$ cat src/rtl/dac_in_pkg.sv
package dac_in_pkg;
  localparam int DefDataW   = 18;
  localparam int DefSegBits = 4;

  // load requests from the strobe sampler to the datapath
  typedef struct packed {
    logic loadL;
    logic loadR;
  } strobes_t;
endpackage

$ cat src/rtl/dac_in_ctrl.sv
module dac_in_ctrl
  import dac_in_pkg::*;
(
  input  logic     clk,
  input  logic     rst,
  input  logic     latL,
  input  logic     latR,
  output strobes_t strb
);
  // two-stage history of each strobe, sampled on the bit clock
  logic [1:0] latNow;
  logic [1:0] latOld;

  always_ff @(posedge clk) begin
    if (rst) begin
      latNow <= 2'b00;
      latOld <= 2'b00;
    end else begin
      latNow <= {latR, latL};
      latOld <= latNow;
    end
  end

  // high in the previous sample, low in the newest one
  always_comb begin
    strb.loadL = latOld[0] & ~latNow[0];
    strb.loadR = latOld[1] & ~latNow[1];
  end
endmodule

$ cat src/rtl/dac_in_chan.sv
module dac_in_chan #(
  parameter  int DataW   = 18,
  parameter  int SegBits = 4,
  localparam int SegN    = (1 << SegBits) - 1,
  localparam int LsbW    = DataW - SegBits
) (
  input  logic             clk,
  input  logic             rst,
  input  logic             serIn,
  input  logic             load,
  output logic [DataW-1:0] holdWord,
  output logic [SegN-1:0]  thermo,
  output logic [LsbW-1:0]  binField
);
  localparam int MidN = 1 << (SegBits - 1);
  localparam logic [SegN:0] ZeroFull = (SegN+1)'((1 << MidN) - 1);
  localparam logic [SegN-1:0] ZeroTherm = ZeroFull[SegN-1:0];

  logic [DataW-1:0]   shiftReg;
  logic [SegBits-1:0] offTop;
  logic [SegN-1:0]    thermNext;

  always_ff @(posedge clk) begin
    if (rst) shiftReg <= '0;
    else     shiftReg <= {shiftReg[DataW-2:0], serIn};
  end

  // sign inversion turns two's complement into offset binary
  assign offTop = {~shiftReg[DataW-1], shiftReg[DataW-2:LsbW]};

  for (genvar i = 0; i < SegN; i++) begin : g_seg
    assign thermNext[i] = (offTop > SegBits'(i));
  end

  always_ff @(posedge clk) begin
    if (rst) begin
      holdWord <= '0;
      thermo   <= ZeroTherm;
      binField <= '0;
    end else if (load) begin
      holdWord <= shiftReg;
      thermo   <= thermNext;
      binField <= shiftReg[LsbW-1:0];
    end
  end
endmodule

$ cat src/rtl/dac_in_datapath.sv
module dac_in_datapath
  import dac_in_pkg::*;
#(
  parameter  int DataW   = 18,
  parameter  int SegBits = 4,
  localparam int SegN    = (1 << SegBits) - 1,
  localparam int LsbW    = DataW - SegBits
) (
  input  logic                  clk,
  input  logic                  rst,
  input  logic [1:0]            serIn,
  input  strobes_t              strb,
  output logic [1:0][DataW-1:0] holdArr,
  output logic [1:0][SegN-1:0]  thermArr,
  output logic [1:0][LsbW-1:0]  binArr
);
  logic [1:0] loadVec;
  assign loadVec = {strb.loadR, strb.loadL};

  for (genvar ch = 0; ch < 2; ch++) begin : g_chan
    dac_in_chan #(.DataW(DataW), .SegBits(SegBits)) u_chan (
      .clk      (clk),
      .rst      (rst),
      .serIn    (serIn[ch]),
      .load     (loadVec[ch]),
      .holdWord (holdArr[ch]),
      .thermo   (thermArr[ch]),
      .binField (binArr[ch])
    );
  end
endmodule

$ cat src/rtl/dual_dac_input.sv
module dual_dac_input
  import dac_in_pkg::*;
#(
  parameter  int DataW   = DefDataW,
  parameter  int SegBits = DefSegBits,
  localparam int SegN    = (1 << SegBits) - 1,
  localparam int LsbW    = DataW - SegBits
) (
  input  logic             clk,
  input  logic             rst,
  input  logic             dataL,
  input  logic             dataR,
  input  logic             latL,
  input  logic             latR,
  output logic [DataW-1:0] holdL,
  output logic [SegN-1:0]  thermoL,
  output logic [LsbW-1:0]  binL,
  output logic [DataW-1:0] holdR,
  output logic [SegN-1:0]  thermoR,
  output logic [LsbW-1:0]  binR
);
  strobes_t              strb;
  logic [1:0][DataW-1:0] holdArr;
  logic [1:0][SegN-1:0]  thermArr;
  logic [1:0][LsbW-1:0]  binArr;

  dac_in_ctrl u_ctrl (
    .clk  (clk),
    .rst  (rst),
    .latL (latL),
    .latR (latR),
    .strb (strb)
  );

  dac_in_datapath #(.DataW(DataW), .SegBits(SegBits)) u_dp (
    .clk      (clk),
    .rst      (rst),
    .serIn    ({dataR, dataL}),
    .strb     (strb),
    .holdArr  (holdArr),
    .thermArr (thermArr),
    .binArr   (binArr)
  );

  assign holdL   = holdArr[0];
  assign thermoL = thermArr[0];
  assign binL    = binArr[0];
  assign holdR   = holdArr[1];
  assign thermoR = thermArr[1];
  assign binR    = binArr[1];
endmodule

$ cat config.mk
export PLATFORM = sky130hd
export DESIGN_NAME = dual_dac_input
export DESIGN_NICKNAME = d
export VERILOG_FILES = /design/src/rtl/dac_in_pkg.sv /design/src/rtl/dac_in_ctrl.sv /design/src/rtl/dac_in_chan.sv /design/src/rtl/dac_in_datapath.sv /design/src/rtl/dual_dac_input.sv
export SDC_FILE = /design/constraint.sdc
export NUM_CORES = 1
export LEC_CHECK = 0
export CAP_MARGIN = 20
export CORE_MARGIN = 2
export CORE_UTILIZATION = 30
export DETAILED_ROUTE_END_ITERATION = 10
export DONT_BUFFER_PORTS = 1
export GPL_TIMING_DRIVEN = 0
export MAX_ROUTING_LAYER = met4
export SLEW_MARGIN = 20
export SYNTH_ARGS = -nofsm -noshare
export SYNTH_HDL_FRONTEND = slang
export SYNTH_SLANG_ARGS = --single-unit
$ cat constraint.sdc
create_clock -name clk -period 1.5 [get_ports clk]
set_input_delay 0.3 -clock clk [delete_from_list [all_inputs] [get_ports clk]]
set_output_delay 0.3 -clock clk [all_outputs]
set_load 0.01 [all_outputs]
==> results by group <==
Clocking
  • CTS Buffer Depth: 2
  • Clk_lat worst skew: 340 ps
  • Clk slew on worst S/H paths: 70 ps
  • TritonCTS clock tree: built
  • Clock sink total: 106
  • Post-CTS Resized: 0
  • Htree depth: 3
  • Setup Fix Bufs, Post-CTS: 0
  • Hold-fix buffers at CTS: 0
  • Root Driver: clkbuf_16
  • TritonCTS buffer count: 9

Power and ir drop
  • PD cells: 1290 mW/mm^2
  • Final Total Pwr: 5.55 mW
  • VDD IR-drop max: 0.499 mV
  • Static Leak: 1.58 nW

Finish
  • Non-Filler Instances: 584
  • Core Util, Final: 0.354
  • Multi-input gate area: 0.00124 sq mm
  • Most common cell after layout, fill and taps aside: dfxtp_1
  • Seq. cell area: 0.00212 sq mm
  • Ant diodes: 0
  • Fill count: 1,285
  • # nets final: 417
  • Final Cell Area: 0.00429 sq mm
  • Area Overhead vs Synth: 14.4%
  • Layout cell share with drive strength beyond 1: 0.147
  • Commonest cells after routing, fill and taps aside: dfxtp_1, nand2_1, a21oi_1

Setup path
  • Worst r2r path cells: 4
  • Reg-to-Reg Start: u_dp.g_chan[0].u_chan.shiftReg[16]$_SDFF_PP0_
  • Worst path arrival time: 1490 ps
  • Startpoint Class: flip-flop
  • Crit end category: flip-flop
  • Worst R2R End: u_dp.g_chan[0].u_chan.thermo[3]$_SDFFE_PP1P_
  • CP required: 1730 ps
  • Critical-path maximum fanout: 10
  • R2r setup slk: 240 ps
  • Worst setup path category: flip-flop to flip-flop

Global route
  • First-pass GRT wire length: 13,100 um
  • Antenna violations before repair: 0
  • Vias in the first global route: 2,408
  • Congestion Overflow GR: 0
  • Largest net degree at the start of global routing: 17
  • GRT Total Usage: 0.134

Synthesis
  • Mean Syn Cell Area: 9.37 sq um
  • Synth Register Bits: 106
  • Synth area leader: dfxtp_1
  • Synth area leaders: dfxtp_1, nand2_1, nor2b_1
  • Post-synthesis cell count: 400
  • Syn Std Cell Area: 0.00375 sq mm
  • Ys Warns: 0
  • Synth Net Count: 406
  • Unique cell type count in the Yosys netlist: 35
  • Sequential share of the synthesized area: 0.566
  • Post-synth top area share: 0.566

Detailed routing
  • Via Count: 2,591
  • Via-to-Cell Ratio: 4.44
  • Wire per inst: 14.4 um
  • DRT iter0 DRCs: 140
  • Post-Route WL: 8380 um
  • Remaining antenna violation count: 0
  • Pre-antenna DRT Iters: 4
  • DRC viols: 0

Die
  • # IOs: 100
  • Die Wd: 116 um
  • Initial Util: 0.310
  • Rows: 40
  • Core Area: 0.0121 sq mm
  • Chip height: 116 um
  • Die area: 0.0134 sq mm

STA
  • Clock skew: 5.61 ps
  • Final period util: 0.839
  • Slew @ Worst Pin: 560 ps
  • RSZ-0062 raised after global routing: false
  • Final min period: 1260 ps
  • Setup_tns: 0 ps
  • Hold_ws: 81.4 ps
  • Slew HR: 0.627
  • Fmax: 795 MHz
  • Final setup margin: 242 ps
  • Max Slew Vio Count: 0
  • Final setup fails: 0
  • Hold Fails Final Rpt: 0

Min path
  • Min-Delay Path Depth: 1
  • Hold path start: dataR
  • Hold Crit Class: primary input to flip-flop
  • WHS Endpoint: u_dp.g_chan[1].u_chan.shiftReg[0]$_SDFF_PP0_

Placed design
  • Placement Setup Slack: 248 ps
  • Placed insts: 568
  • PortBufs: 0
  • Post-detail-place hpwl: 6020 um
  • Placer Congestion: 0.783
  • Area of placed instances: 0.00396 sq mm

Job
  • Max-cap viol count: 0

Status
  • Status: finished clean
power breakdown:
group	switching, mW	leakage [nW]	internal [mW]
sequential	0.0152	0.857	2.83
clock	0.996	0.163	1.55
combinational	0.107	0.562	0.0484
area by class of cell:
class                           count  share of cell area
Multi-Input combinational cell    237               0.289
Sequential cell                   106               0.495
Buffer                             57              0.0904
Tap cell                          168              0.0490
Clock buffer                       12              0.0598
Clock inverter                      4              0.0172
cells in the mapped netlist, drive strengths merged:
cell type	n
nand2	81
and2b	1
o21a	2
nand4	1
o32a	3
clkbuf	12
nand2b	4
o31ai	1
nand3	1
and2	1
o22ai	1
a21oi	48
o21bai	2
nor2	12
a31oi	5
o211ai	1
buf	45
a22oi	1
nand3b	3
and3	1
nor3	12
a21o	1
or3	2
nor3b	1
a22o	3
o2bb2ai	3
a211o	3
dfxtp	106
nor2b	43
logic make-up (layout without fill, tap and decap cells):
family | Yosys count | after routing | share of synthesized area
AOI/OAI and AO/OA | 74 | 74 | 0.119
DFF | 106 | 106 | 0.566
buffers and inverters | 57 | 73 | 0.103
and+or+nand+nor | 163 | 163 | 0.211
flip-flops by register name, indices dropped and copies added (netlist names):
name / flops
u_dp.g_chan.u_chan.thermo: 30
u_dp.g_chan.u_chan.shiftReg: 36
u_ctrl.latNow: 2
u_ctrl.latOld: 2
u_dp.g_chan.u_chan.holdWord: 36
worst max-delay path, cell delays in order, from the launching register on:
cell      delay [ps]
dfxtp_1          290
clkbuf_1         220
nor2b_1          310
nor2_1            70
a211o_1          260
per-layer routing:
metal  vias up  global-route usage  routed length, um
li1       1307                   -                  -
met2        68               0.195               3850
met3         7              0.0439                568
met4         0              0.0722                140
met5         -                   -                  0
met1      1209               0.166               3820
worst max path at each step:
stage / startpoint / endpoint / slack, ps
detailed placement: rst / u_dp.g_chan[1].u_chan.thermo[10]$_SDFFE_PP0P_ / 250
floorplan: u_dp.g_chan[0].u_chan.shiftReg[16]$_SDFF_PP0_ / u_dp.g_chan[0].u_chan.thermo[3]$_SDFFE_PP1P_ / 430
CTS: u_dp.g_chan[0].u_chan.holdWord[6]$_SDFFE_PP0P_ / holdL[6] / 220
finish: u_dp.g_chan[0].u_chan.shiftReg[16]$_SDFF_PP0_ / u_dp.g_chan[0].u_chan.thermo[3]$_SDFFE_PP1P_ / 240
global route: u_dp.g_chan[0].u_chan.shiftReg[16]$_SDFF_PP0_ / u_dp.g_chan[0].u_chan.thermo[3]$_SDFFE_PP1P_ / 150
global placement: rst / u_dp.g_chan[1].u_chan.thermo[10]$_SDFFE_PP0P_ / 250
Power figures use the tool's default switching activity.
